--- config.mk ---
export PLATFORM = sky130hd
export DESIGN_NAME = ddr_b4_sram_engine
export DESIGN_NICKNAME = d
export VERILOG_FILES = /design/src/rtl/ddr_b4_pkg.sv /design/src/rtl/ddr_b4_cmd_ctrl.sv /design/src/rtl/ddr_b4_burst_addr.sv /design/src/rtl/ddr_b4_wr_capture.sv /design/src/rtl/ddr_b4_rd_launch.sv /design/src/rtl/ddr_b4_sram_engine.sv
export SDC_FILE = /design/constraint.sdc
export NUM_CORES = 1
export LEC_CHECK = 0
export BUFFER_PORTS_ARGS = -buffer_cell sky130_fd_sc_hd__buf_2
export CORE_ASPECT_RATIO = 0.6
export CORE_MARGIN = 3
export CORE_UTILIZATION = 45
export CTS_CLUSTER_SIZE = 14
export DETAILED_ROUTE_END_ITERATION = 10
export GPL_ROUTABILITY_DRIVEN = 0
export GPL_TIMING_DRIVEN = 1
export PLACE_DENSITY_LB_ADDON = 0.05
export RECOVER_POWER = 50
export SLEW_MARGIN = 20
export SYNTH_ARGS = -nofsm -noshare
export SYNTH_HDL_FRONTEND = slang
export SYNTH_HIERARCHICAL = 1
export SYNTH_SLANG_ARGS = --single-unit
export TNS_END_PERCENT = 100
--- constraint.sdc ---
create_clock -name clk -period 2.3 [get_ports clk]
set_input_delay 0.23 -clock clk [delete_from_list [all_inputs] [get_ports clk]]
set_output_delay 0.23 -clock clk [all_outputs]
set_load 0.05 [all_outputs]
--- src/rtl/ddr_b4_pkg.sv ---
package ddr_b4_pkg;
  // two beats per clock: rise lane and fall lane
  localparam int BEATS_PER_CYCLE = 2;

  typedef enum logic {
    CMD_WRITE = 1'b0,
    CMD_READ  = 1'b1
  } cmd_kind_e;
endpackage

--- src/rtl/ddr_b4_cmd_ctrl.sv ---
module ddr_b4_cmd_ctrl
  import ddr_b4_pkg::*;
#(
  parameter int AW = 12
) (
  input  logic          clk,
  input  logic          rst_n,
  input  logic          cmd_hold,
  input  logic          cmd_rd,
  input  logic [AW-1:0] cmd_addr,
  output logic          cmd_ready,
  output logic [AW-1:0] base,
  output logic [3:0]    rd_pipe,
  output logic [1:0]    wr_pipe
);
  cmd_kind_e kind;
  logic      accept;

  assign kind      = cmd_kind_e'(cmd_rd);
  // a burst holds the array for two cycles, so its first phase blocks a new command
  assign cmd_ready = ~(rd_pipe[0] | wr_pipe[0]);
  assign accept    = ~cmd_hold & cmd_ready;

  always_ff @(posedge clk or negedge rst_n) begin
    if (!rst_n) begin
      base    <= '0;
      rd_pipe <= '0;
      wr_pipe <= '0;
    end else begin
      rd_pipe <= {rd_pipe[2:0], accept && (kind == CMD_READ)};
      wr_pipe <= {wr_pipe[0], accept && (kind == CMD_WRITE)};
      if (accept) base <= cmd_addr;
    end
  end

  AST_ACCEPT_GAP: assert property (@(posedge clk) disable iff (!rst_n)
    (!cmd_hold && cmd_ready) |=> !cmd_ready);
  AST_ONE_PHASE: assert property (@(posedge clk) disable iff (!rst_n)
    $onehot0({rd_pipe[1:0], wr_pipe}));
  AST_HOLD_IDLE: assert property (@(posedge clk) disable iff (!rst_n)
    (cmd_hold && cmd_ready) |=> (rd_pipe[0] == 1'b0 && wr_pipe[0] == 1'b0));
endmodule

--- src/rtl/ddr_b4_burst_addr.sv ---
module ddr_b4_burst_addr
  import ddr_b4_pkg::*;
#(
  parameter int AW = 12
) (
  input  logic                                 hi_pair,
  input  logic [AW-1:0]                        base,
  output logic [BEATS_PER_CYCLE-1:0][AW-1:0]   lane_addr
);
  localparam logic [AW-1:0] PAIR_STEP = AW'(BEATS_PER_CYCLE);

  logic [AW-1:0] pair_base;
  assign pair_base = base + (hi_pair ? PAIR_STEP : '0);

  for (genvar l = 0; l < BEATS_PER_CYCLE; l++) begin : g_lane
    localparam logic [AW-1:0] LANE_OFS = AW'(l);
    assign lane_addr[l] = pair_base + LANE_OFS;
  end
endmodule

--- src/rtl/ddr_b4_wr_capture.sv ---
module ddr_b4_wr_capture
  import ddr_b4_pkg::*;
#(
  parameter int AW = 12,
  parameter int DW = 16,
  parameter int NB = 2
) (
  input  logic                               clk,
  input  logic                               rst_n,
  input  logic [1:0]                         wr_pipe,
  input  logic [BEATS_PER_CYCLE-1:0][AW-1:0] lane_addr,
  input  logic [DW-1:0]                      wdat_rise,
  input  logic [DW-1:0]                      wdat_fall,
  input  logic [NB-1:0]                      wben_rise,
  input  logic [NB-1:0]                      wben_fall,
  output logic                               mem_we,
  output logic [AW-1:0]                      mem_waddr_rise,
  output logic [AW-1:0]                      mem_waddr_fall,
  output logic [DW-1:0]                      mem_wdat_rise,
  output logic [DW-1:0]                      mem_wdat_fall,
  output logic [NB-1:0]                      mem_wben_rise,
  output logic [NB-1:0]                      mem_wben_fall
);
  logic take;
  assign take = |wr_pipe;

  always_ff @(posedge clk or negedge rst_n) begin
    if (!rst_n) begin
      mem_we         <= 1'b0;
      mem_waddr_rise <= '0;
      mem_waddr_fall <= '0;
      mem_wdat_rise  <= '0;
      mem_wdat_fall  <= '0;
      mem_wben_rise  <= '0;
      mem_wben_fall  <= '0;
    end else begin
      mem_we <= take;
      if (take) begin
        mem_waddr_rise <= lane_addr[0];
        mem_waddr_fall <= lane_addr[1];
        mem_wdat_rise  <= wdat_rise;
        mem_wdat_fall  <= wdat_fall;
        mem_wben_rise  <= wben_rise;
        mem_wben_fall  <= wben_fall;
      end
    end
  end

  AST_WR_PAIR_STEP: assert property (@(posedge clk) disable iff (!rst_n)
    wr_pipe[1] |=> (mem_we && mem_waddr_rise == $past(mem_waddr_rise) + AW'(2)));
  AST_WR_TWO_CYCLES: assert property (@(posedge clk) disable iff (!rst_n)
    wr_pipe[0] |=> (mem_we && wr_pipe[1]));
endmodule

--- src/rtl/ddr_b4_rd_launch.sv ---
module ddr_b4_rd_launch #(
  parameter int DW = 16
) (
  input  logic          clk,
  input  logic          rst_n,
  input  logic          lat_two,
  input  logic [3:0]    rd_pipe,
  input  logic [DW-1:0] mem_rdat_rise,
  input  logic [DW-1:0] mem_rdat_fall,
  output logic [DW-1:0] rdat_rise,
  output logic [DW-1:0] rdat_fall,
  output logic          rvld_rise,
  output logic          rvld_fall
);
  logic [DW-1:0] st1_rise, st1_fall, st2_rise, st2_fall;
  logic          fetch;

  assign fetch = rd_pipe[0] | rd_pipe[1];

  always_ff @(posedge clk or negedge rst_n) begin
    if (!rst_n) begin
      st1_rise <= '0;
      st1_fall <= '0;
      st2_rise <= '0;
      st2_fall <= '0;
    end else begin
      if (fetch) begin
        st1_rise <= mem_rdat_rise;
        st1_fall <= mem_rdat_fall;
      end
      st2_rise <= st1_rise;
      st2_fall <= st1_fall;
    end
  end

  // data cycles are the two after the address cycles, shifted by one for the long latency
  assign rvld_rise = lat_two ? (rd_pipe[2] | rd_pipe[3]) : (rd_pipe[1] | rd_pipe[2]);
  assign rvld_fall = lat_two ? (rd_pipe[1] | rd_pipe[2]) : (rd_pipe[0] | rd_pipe[1]);
  assign rdat_rise = rvld_rise ? (lat_two ? st2_rise : st1_rise) : '0;
  assign rdat_fall = rvld_rise ? (lat_two ? st2_fall : st1_fall) : '0;

  AST_VLD_LEAD: assert property (@(posedge clk) disable iff (!rst_n)
    (rvld_rise && !$past(rvld_rise)) |-> $past(rvld_fall));
  AST_VLD_TRAIL: assert property (@(posedge clk) disable iff (!rst_n)
    $fell(rvld_fall) |-> rvld_rise);
  AST_READ_ISSUED: assert property (@(posedge clk) disable iff (!rst_n)
    rd_pipe[0] |=> rd_pipe[1]);
endmodule

--- src/rtl/ddr_b4_sram_engine.sv ---
module ddr_b4_sram_engine
  import ddr_b4_pkg::*;
#(
  parameter int AW     = 12,
  parameter int NBYTES = 2,
  parameter int BYTE_W = 8
) (
  input  logic                     clk,
  input  logic                     rst_n,
  input  logic                     lat_two,
  input  logic                     cmd_hold,
  input  logic                     cmd_rd,
  input  logic [AW-1:0]            cmd_addr,
  output logic                     cmd_ready,
  input  logic [NBYTES*BYTE_W-1:0] wdat_rise,
  input  logic [NBYTES*BYTE_W-1:0] wdat_fall,
  input  logic [NBYTES-1:0]        wben_rise,
  input  logic [NBYTES-1:0]        wben_fall,
  output logic                     mem_we,
  output logic [AW-1:0]            mem_waddr_rise,
  output logic [AW-1:0]            mem_waddr_fall,
  output logic [NBYTES*BYTE_W-1:0] mem_wdat_rise,
  output logic [NBYTES*BYTE_W-1:0] mem_wdat_fall,
  output logic [NBYTES-1:0]        mem_wben_rise,
  output logic [NBYTES-1:0]        mem_wben_fall,
  output logic                     mem_re,
  output logic [AW-1:0]            mem_raddr_rise,
  output logic [AW-1:0]            mem_raddr_fall,
  input  logic [NBYTES*BYTE_W-1:0] mem_rdat_rise,
  input  logic [NBYTES*BYTE_W-1:0] mem_rdat_fall,
  output logic [NBYTES*BYTE_W-1:0] rdat_rise,
  output logic [NBYTES*BYTE_W-1:0] rdat_fall,
  output logic                     rvld_rise,
  output logic                     rvld_fall
);
  localparam int DW = NBYTES * BYTE_W;

  logic [AW-1:0]                        base;
  logic [3:0]                           rd_pipe;
  logic [1:0]                           wr_pipe;
  logic [BEATS_PER_CYCLE-1:0][AW-1:0]   rd_lane, wr_lane;

  ddr_b4_cmd_ctrl #(.AW(AW)) u_ctrl (
    .clk(clk), .rst_n(rst_n), .cmd_hold(cmd_hold), .cmd_rd(cmd_rd),
    .cmd_addr(cmd_addr), .cmd_ready(cmd_ready), .base(base),
    .rd_pipe(rd_pipe), .wr_pipe(wr_pipe)
  );

  ddr_b4_burst_addr #(.AW(AW)) u_rd_addr (
    .hi_pair(rd_pipe[1]), .base(base), .lane_addr(rd_lane)
  );

  ddr_b4_burst_addr #(.AW(AW)) u_wr_addr (
    .hi_pair(wr_pipe[1]), .base(base), .lane_addr(wr_lane)
  );

  assign mem_re         = rd_pipe[0] | rd_pipe[1];
  assign mem_raddr_rise = rd_lane[0];
  assign mem_raddr_fall = rd_lane[1];

  ddr_b4_wr_capture #(.AW(AW), .DW(DW), .NB(NBYTES)) u_wr (
    .clk(clk), .rst_n(rst_n), .wr_pipe(wr_pipe), .lane_addr(wr_lane),
    .wdat_rise(wdat_rise), .wdat_fall(wdat_fall),
    .wben_rise(wben_rise), .wben_fall(wben_fall),
    .mem_we(mem_we), .mem_waddr_rise(mem_waddr_rise), .mem_waddr_fall(mem_waddr_fall),
    .mem_wdat_rise(mem_wdat_rise), .mem_wdat_fall(mem_wdat_fall),
    .mem_wben_rise(mem_wben_rise), .mem_wben_fall(mem_wben_fall)
  );

  ddr_b4_rd_launch #(.DW(DW)) u_rd (
    .clk(clk), .rst_n(rst_n), .lat_two(lat_two), .rd_pipe(rd_pipe),
    .mem_rdat_rise(mem_rdat_rise), .mem_rdat_fall(mem_rdat_fall),
    .rdat_rise(rdat_rise), .rdat_fall(rdat_fall),
    .rvld_rise(rvld_rise), .rvld_fall(rvld_fall)
  );

  AST_RD_LINEAR: assert property (@(posedge clk) disable iff (!rst_n)
    rd_pipe[1] |-> (mem_raddr_rise == base + AW'(2) && mem_raddr_fall == base + AW'(3)));
endmodule

== After elaboration in Yosys (flattened, before gate mapping) ==
Index checks and enable logic that the tools add are counted.

* $add $sub $neg: 4
* Multiplexer cells: 8
* Bitwise logic cells: 8
* Reduce and logical (&&, ||, !) cells: 3

{| class="wikitable"
|+ Operators by type and width
! operator !! count
|-
| $mux W16 || 4
|-
| $add A12 B1 Y12 const B || 2
|-
| $add A12 B12 Y12 || 2
|-
| $mux W2 || 2
|-
| $or A1 B1 Y1 || 4
|-
| $not A1 Y1 || 3
|-
| $logic_and A1 B1 Y1 || 2
|-
| $mux W1 || 2
|-
| $reduce_or A2 Y1 || 1
|-
| $and A1 B1 Y1 || 1
|}

* Register bits: 143
* Input bits: 85

== Logic depth before layout (Yosys ltp) ==
Gate-level depths: netlist (run 1).

* Depth in word-level cells: 4
* Depth in mapped cells: 9

== Modules after synthesis ==
Netlist (run 1), hierarchy kept.

{| class="wikitable"
|+ Modules (own cells, without submodules)
! module !! times used !! cells each !! area each (sq um) !! sequential area each (sq um)
|-
| ddr_b4_rd_launch || 1 || 217 || 2,706.3 || 1,601.5
|-
| ddr_b4_wr_capture || 1 || 129 || 2,277.2 || 1,526.5
|-
| ddr_b4_burst_addr || 2 || 64 || 466.7 || 0.0
|-
| ddr_b4_cmd_ctrl || 1 || 35 || 630.6 || 450.4
|-
| ddr_b4_sram_engine || 1 || 1 || 6.3 || 0.0
|}

== Least setup slack after synthesis (run 1) ==
Ideal clock, no wire load.

* Path kind: register -> output
* From: register u_ctrl.rd_pipe[1]
* To: output mem_raddr_fall[11]
* Arrival: 3.339 ns
* Path slack: -1.269 ns
* Stages on the path, launching flop included: 9
* Buffers on the path: 0
* Cell sequence: dfrtp_1 -> ha_1 -> ha_1 -> and2_1 -> nor2b_1 -> and3_1 -> nand3_1 -> xnor2_1 -> xor2_1

* Cells in the longest elaborated chain, start to end: 3

{| class="wikitable"
|+ RTL lines
! item !! RTL line !! text
|-
| from (decl) || ddr_b4_cmd_ctrl.sv:13 || <nowiki>output logic [3:0] rd_pipe,</nowiki>
|-
| from (signal assigned) || ddr_b4_cmd_ctrl.sv:30 || <nowiki>rd_pipe <= {rd_pipe[2:0], accept && (kind == CMD_READ)};</nowiki>
|-
| $mux W2 || ddr_b4_burst_addr.sv:13 || <nowiki>assign pair_base = base + (hi_pair ? PAIR_STEP : '0);</nowiki>
|-
| $add A12 B12 Y12 || ddr_b4_burst_addr.sv:13 ||
|-
| via mem_raddr_rise[11] || ddr_b4_sram_engine.sv:27 || <nowiki>output logic [AW-1:0] mem_raddr_rise,</nowiki>
|-
| $add A12 B1 Y12 || ddr_b4_burst_addr.sv:17 || <nowiki>assign lane_addr[l] = pair_base + LANE_OFS;</nowiki>
|-
| to (decl) || ddr_b4_sram_engine.sv:28 || <nowiki>output logic [AW-1:0] mem_raddr_fall,</nowiki>
|}

The timed path passes the listed nets, and every way through them passes these cells.

== Worst setup path in the final report (run 1) ==
* From: register u_ctrl.rd_pipe[1]
* To: output mem_raddr_fall[11]

* Cells in the longest elaborated chain, start to end: 3

{| class="wikitable"
|+ RTL lines
! item !! RTL line
|-
| $mux W2 || ddr_b4_burst_addr.sv:13
|-
| $add A12 B12 Y12 || ddr_b4_burst_addr.sv:13
|-
| $add A12 B1 Y12 || ddr_b4_burst_addr.sv:17
|}

No other way between the ends.

==> impl_metrics.csv, run 1 <==
group,metric,value,unit
yosys,ys_seq_area_frac,0.546,
grt,grt_max_degree,69,
floorplan,die_h,99.5,um
clock_network,clock_path_buffers,2,
cells_and_area,num_antenna_cells,0,
cells_and_area,layout-drive-gt1-share,0.565,
timing,hold_viol,0,
cells_and_area,fin_util,0.664,
grt,grt_overflow,0,
route,drcViolationCount,0,
yosys,synthMuxAreaShare,0.196,
placement,port-buffer-count,205,
route,routed_wl,16400,um
route,drt-initial-drc-count,230,
yosys,synth_flop_cell,"dfrtp_1",
yosys,synth_simple_gate_area_frac,0.0892,
grt,grt_use_met2,0.313,
yosys,async_reset_ff_frac,1.00,
run_status,failed_checks,"capacitance limit, slew limit, setup timing",
cells_and_area,final_net_count,856,
clock_network,clk_latency,0.41,ns
cells_and_area,syn_to_final_growth,41.4,%
clock_network,clkTransAtPathRegs,0.06,ns
yosys,synth_edf_count,0,
route,ant_nets,0,
yosys,synth-xor-area-share,0.0531,
worst_setup_path,max_stage_delay,0.42,ns
cells_and_area,fillers,1052,
route,dr.pass1.iters,4,
grt,grt_pass1_wl,26400,um
yosys,synth_fa_ha_area_frac,0.0115,
timing,slew_violations,67,
grt,globalRouteTotalUtil,0.205,
worst_setup_path,crit_path_end_kind,"output port",
power_and_ir_drop,powerDensity,1080,nW/um^2
cells_and_area,seqCellArea,3580,sq um
floorplan,rows,33,
timing,slew_headroom,-0.0799,
timing,tns,-6.03,ns
route,routedWlPerCell,16.9,um
yosys,ys_types,40,
power_and_ir_drop,peakVddDrop,602,uV
timing,setup_ws,-0.445,ns
worst_setup_path,cp_max_fo,4,
clock_network,cts_tree,"built",
grt,met1_usage,0.294,
timing,clock.fmax,364,MHz
worst_setup_path,regToRegSetupSlack,0.03,ns
grt,gr-max-usage-layer,"met2",
placement,preCtsSetupSlack,-0.217,ns
power_and_ir_drop,totalPowerFinal,9.97,mW
power_and_ir_drop,p_leak,4.31,nW
clock_network,cts_buffers,17,
clock_network,cts-root-buf,"clkbuf_16",
worst_setup_path,crit_arrival,2.51,ns
floorplan,fp.dieW,162,um
run_status,status,"finished with violations",
timing,finalSetupViolCount,39,
worst_setup_path,path_common_cell,"buf_6",
timing,fin_skew,0.00978,ns
placement,dp_hpwl,11300,um
worst_setup_path,crit_path_top_delay_cell,"dfrtp_2",
grt,antenna_found_initial,0,
timing,fin_crit,2.74,ns
worst_setup_path,path_class,"flip-flop to output port",
timing,tightest_slew,1.62,ns
cells_and_area,multi_input_area,3250,sq um
yosys,synth_fp_nets,601,
yosys,synth-compound-area-share,0.0699,
floorplan,core,14000,sq um
timing,grt_setup_unrepaired,"yes",
worst_setup_path,start_kind,"flip-flop",
route,dr_total_vias,4890,
timing,fin_crit_sh,1.19,
yosys,ys_warn_count,6,
run,maxCapViolations,1,
worst_setup_path,required,2.07,ns
floorplan,start_util,0.470,
floorplan,fp.dieArea,16100,sq um
yosys,syn_avg_cell_area,12.9,sq um
yosys,synthesis.area,6550,sq um
floorplan,pin_count,206,
grt,use_met3,0.0562,
yosys,syn_inst,510,
hold_path,hold_class,"input port to flip-flop",
grt,grt_pass1_vias,5113,
yosys,synth_top_family_by_area,"multiplexers",
yosys,ys_seq_elements,143,
clock_network,htree_levels,4,
clock_network,cts_sinks,143,
route,viasPerCell,5.05,
worst_setup_path,cp_cell_sequence,"ha_4 > ha_4 > buf_6 > buf_6 > xor2_4 > buf_6 > nand2b_4 > nor4_4 > xor2_4 > buf_6",
[cells in the mapped netlist, types with 5 or more instances]
cell type / n / area [sq um]
dfrtp_1: 143 / 3580
mux2_2: 69 / 777
nand2_1: 46 / 173
o21ai_0: 34 / 170
o22ai_1: 32 / 200
mux2_4: 30 / 450
xnor2_1: 18 / 158
xor2_1: 18 / 158
nor2_1: 14 / 52.6
inv_1: 9 / 33.8
buf_2: 8 / 40.0
buf_6: 8 / 90.1
nand3_1: 8 / 40.0
clkbuf_1: 6 / 22.5
ha_1: 6 / 75.1
nor2b_1: 6 / 37.5
mux2_1: 5 / 56.3
[kinds of logic (layout without fill, tap and decap cells)]
family,count (synthesis),in the layout
adders and majority gates,6,6
DFF,143,143
buffers and inverters,37,304
muxes,104,104
xor gates and xnor gates,38,38
and+or+nand+nor,106,106
AOI/OAI and AO/OA,76,76
[flip-flops by register name, summed over array words and instances (netlist names)]
signal	cells
u_wr/mem_wdat_fall	16
u_wr/mem_wdat_rise	16
u_rd/st2_fall	16
u_ctrl/base	12
u_wr/mem_we	1
u_rd/st1_fall	16
u_wr/mem_waddr_rise	12
u_wr/mem_waddr_fall	12
u_wr/mem_wben_fall	2
u_wr/mem_wben_rise	2
u_rd/st1_rise	16
u_ctrl/rd_pipe	4
u_rd/st2_rise	16
u_ctrl/wr_pipe	2
[metrics by stage]
| step | hold WS [ns] | cells | area [sq um] |
|---|---|---|---|
| 3_3_place_gp | 0.262 | 928 | 8360 |
| 2_1_floorplan | -0.0656 | 510 | 6860 |
| 6_report | 0.0213 | 969 | 9270 |
| 5_1_grt | 0.0131 | 969 | 9270 |
| 4_1_cts | 0.000126 | 964 | 9110 |
| 3_5_place_dp | 0.273 | 928 | 8360 |
[timing repair]
item | in CTS | in global routing
pin swaps | 12 | 15
gates cloned | 0 | 0
hold endpoints to repair | 63 | 0
setup buffers | 3 | 5
hold buffers | 2 | 0
gates resized for setup | 40 | 35
endpoints found under the setup margin | 21 | 23
[cells in the final DEF, fill, tap and decap left out, types with 4 or more instances in the layout]
| cell | count |
|---|---|
| buf_2 | 175 |
| dfrtp_1 | 140 |
| mux2_2 | 69 |
| buf_4 | 43 |
| nand2_1 | 43 |
| o21ai_0 | 32 |
| o22ai_1 | 32 |
| mux2_4 | 30 |
| buf_6 | 20 |
| clkbuf_16 | 17 |
| clkbuf_1 | 15 |
| xnor2_1 | 10 |
| inv_1 | 9 |
| xor2_1 | 9 |
| nor2_4 | 8 |
| xor2_4 | 8 |
| nor2_1 | 7 |
| nand3_1 | 6 |
| mux2_1 | 5 |
| inv_6 | 4 |
| clkinvlp_4 | 4 |
| clkbuf_4 | 4 |
| nor2b_1 | 4 |
| nand3_4 | 4 |
| nand4_1 | 4 |
| xnor2_2 | 4 |
| xnor2_4 | 4 |
| ha_4 | 4 |
[worst paths after layout]
kind / startpoint / endpoint / cells after the start
max: u_ctrl/rd_pipe[1] / mem_raddr_fall[11] / 10
min: cmd_hold / u_ctrl/wr_pipe[0] / 2
max reg2reg: u_ctrl/base[1] / u_wr/mem_waddr_fall[11] / 10
min reg2reg: u_rd/st1_fall[7] / u_rd/st2_fall[7] / 0
max in group asynchronous: rst_n / u_rd/st2_rise[3] / 3
min in group asynchronous: rst_n / u_wr/mem_wdat_rise[9] / 2
[worst max-delay path, delay by kind of cell (launching register included)]
kind,cells,cell delay (ns)
flops,1,0.42
buf+inv,4,0.54
xor+xnor,2,0.36
simple gates,2,0.47
fa+ha+maj,2,0.32
[layer usage]
layer | share of wire | routed length, um
met5 | 0 | 0
met4 | 0.0055 | 90
met3 | 0.067 | 1100
met2 | 0.45 | 7430
met1 | 0.47 | 7790
[cell type report]
| type | instances | area share |
|---|---|---|
| Tap cell | 192 | 0.0259 |
| Multi-Input combinational cell | 330 | 0.350 |
| Clock inverter | 13 | 0.0139 |
| Timing Repair Buffer | 264 | 0.172 |
| Clock buffer | 18 | 0.0474 |
| Inverter | 9 | 0.00365 |
| Sequential cell | 143 | 0.387 |
[where the power goes]
group	leakage, nW	total (mW)	switching [mW]	internal (mW)
Combinational	2.36	3.92	2.62	1.30
Sequential	1.68	3.39	0.322	3.07
Clock	0.268	2.66	1.13	1.53
No activity file was read; power rests on OpenSTA's default activity.
==> run 2, diff against run 1 <==
--- a/config.mk
+++ b/config.mk
@@ -14,7 +14,7 @@
 export GPL_ROUTABILITY_DRIVEN = 0
 export GPL_TIMING_DRIVEN = 1
 export PLACE_DENSITY_LB_ADDON = 0.05
-export RECOVER_POWER = 50
+export RECOVER_POWER = 25
 export SLEW_MARGIN = 20
 export SYNTH_ARGS = -nofsm -noshare
 export SYNTH_HDL_FRONTEND = slang
==> run 2 against run 1 <==
  * The run still ends with capacitance limit, slew limit, setup timing left
  * Clock-buffer cell count did not move
  * Die area unchanged
  * Cell area increased by 0.49%
  * First-iteration DRC count down 1.3%
  * Combinational power barely moved
  * Maximum frequency is essentially flat
  * Via count about the same
  * Final cell count is the same
  * Wire length hardly changed
  * Critical path type unchanged
==> impl_metrics.csv, run 2 (synthesis gave the netlist of run 1 again) <==
group,metric,value,unit
run_status,status,"finished with violations",
run_status,failed_checks,"capacitance limit, slew limit, setup timing",
cells_and_area,final_area,9310,sq um
floorplan,fp.dieArea,16100,sq um
route,drcViolationCount,0,
timing,slew_violations,66,
clock_network,cts_buffers,17,
clock_network,htree_levels,4,
timing,fin_skew,0.00857,ns
clock_network,cts_sinks,143,
timing,tightest_slew,1.67,ns
timing,clock.fmax,364,MHz
floorplan,die_h,99.5,um
timing,fin_crit_sh,1.19,
worst_setup_path,path_class,"flip-flop to output port",
placement,dp_hpwl,11300,um
grt,grt_pass1_vias,5113,
worst_setup_path,crit_path_end_kind,"output port",
grt,grt_max_degree,69,
timing,fin_crit,2.75,ns
cells_and_area,final_cell_mix,"buf_2, dfrtp_1, mux2_2",
timing,tns,-6.10,ns
timing,slew_headroom,-0.115,
placement,place_area,8360,sq um
worst_setup_path,start_kind,"flip-flop",
hold_path,hold_class,"input port to flip-flop",
route,ant_nets,0,
grt,globalRouteTotalUtil,0.205,
cells_and_area,final_common_cell,"buf_2",
clock_network,clock_path_buffers,2,
cells_and_area,syn_to_final_growth,42.1,%
route,dr_total_vias,4893,
cells_and_area,fin_util,0.667,
worst_setup_path,required,2.07,ns
route,drt-initial-drc-count,227,
placement,preCtsSetupSlack,-0.217,ns
floorplan,core,14000,sq um
power_and_ir_drop,p_leak,4.36,nW
worst_setup_path,cp_max_fo,4,
clock_network,clk_latency,0.41,ns
placement,port-buffer-count,205,
floorplan,start_util,0.470,
floorplan,pin_count,206,
timing,finalSetupViolCount,38,
cells_and_area,layout-drive-gt1-share,0.583,
route,dr.pass1.iters,5,
timing,grt_setup_unrepaired,"yes",
clock_network,cts-root-buf,"clkbuf_16",
worst_setup_path,crit_arrival,2.52,ns
route,viasPerCell,5.05,
power_and_ir_drop,peakVddDrop,603,uV
clock_network,clkTransAtPathRegs,0.06,ns
timing,hold_viol,0,
cells_and_area,final_net_count,856,
floorplan,fp.dieW,162,um
route,routedWlPerCell,17.0,um
grt,antenna_found_initial,0,
cells_and_area,num_antenna_cells,0,
power_and_ir_drop,powerDensity,1070,nW/um^2
grt,grt_overflow,0,
run,maxCapViolations,1,
grt,grt_pass1_wl,26400,um
timing,setup_ws,-0.447,ns
floorplan,rows,33,
cells_and_area,fillers,1038,
route,routed_wl,16400,um
clock_network,cts_tree,"built",
==> run 2: path summary, 6_finish.rpt <==
| kind | startpoint | endpoint | slack (ns) | cells past startpoint |
|---|---|---|---|---|
| min | cmd_hold | u_ctrl/wr_pipe[0] | 0.02 | 2 |
| max | u_ctrl/rd_pipe[1] | mem_raddr_fall[11] | -0.45 | 10 |
| max in group asynchronous | rst_n | u_ctrl/rd_pipe[1] | 0.39 | 3 |
| min reg2reg | u_rd/st1_fall[7] | u_rd/st2_fall[7] | 0.39 | 0 |
| max reg2reg | u_ctrl/base[1] | u_wr/mem_waddr_fall[11] | 0.03 | 10 |
| min in group asynchronous | rst_n | u_wr/mem_wdat_rise[9] | 0.80 | 2 |
==> run 2: cell type report <==
class	count	area, sq um	share of cell area
clock inverters	13	129	0.0138
repair buffers	264	1640	0.176
inverters	9	33.8	0.00363
well taps	192	240	0.0258
flip-flops and latches	143	3580	0.385
clock buffers	18	439	0.0472
multi-input cells	330	3250	0.349
==> run 2: worst max-delay path, cell delays in order (launching register included) <==
cell      delay [ns]
dfrtp_2         0.42
ha_4            0.17
ha_4            0.15
buf_6           0.12
buf_6           0.12
xor2_4          0.19
buf_6           0.13
nand2b_4        0.10
nor4_4          0.37
xor2_4          0.17
buf_6           0.17
==> run 2: where the power goes <==
group	leakage (nW)	switching, mW	internal (mW)	total (mW)
Clock	0.268	1.13	1.53	2.66
Combinational	2.41	2.62	1.33	3.94
Sequential	1.68	0.319	3.07	3.39
Total	4.36	4.07	5.93	9.99
==> run 2: metal layers <==
layer  wire, um  vias up  global-route usage
met1       7790     2407               0.294
met5          0        -                   0
met2       7470      172               0.313
met4        100        0              0.0478
li1           -     2306                   -
met3       1070        8              0.0562
==> run 2: through the flow <==
step	std cells	power (mW)	hold slack, ns
after global placement	928	7.11	0.262
after CTS	964	9.98	0.000126
after detailed placement	928	7.19	0.273
after global routing	969	10.5	0.0131
final	969	9.99	0.0182
after floorplan	510	6.17	-0.0656
==> run 2: repair_timing <==
| item | in CTS | in global routing |
|---|---|---|
| pin swaps | 12 | 15 |
| hold buffers | 2 | 0 |
| endpoints found under the hold margin | 63 | 0 |
| setup endpoints to repair | 21 | 23 |
| resized for setup | 40 | 35 |
| buffers inserted | 3 | 5 |
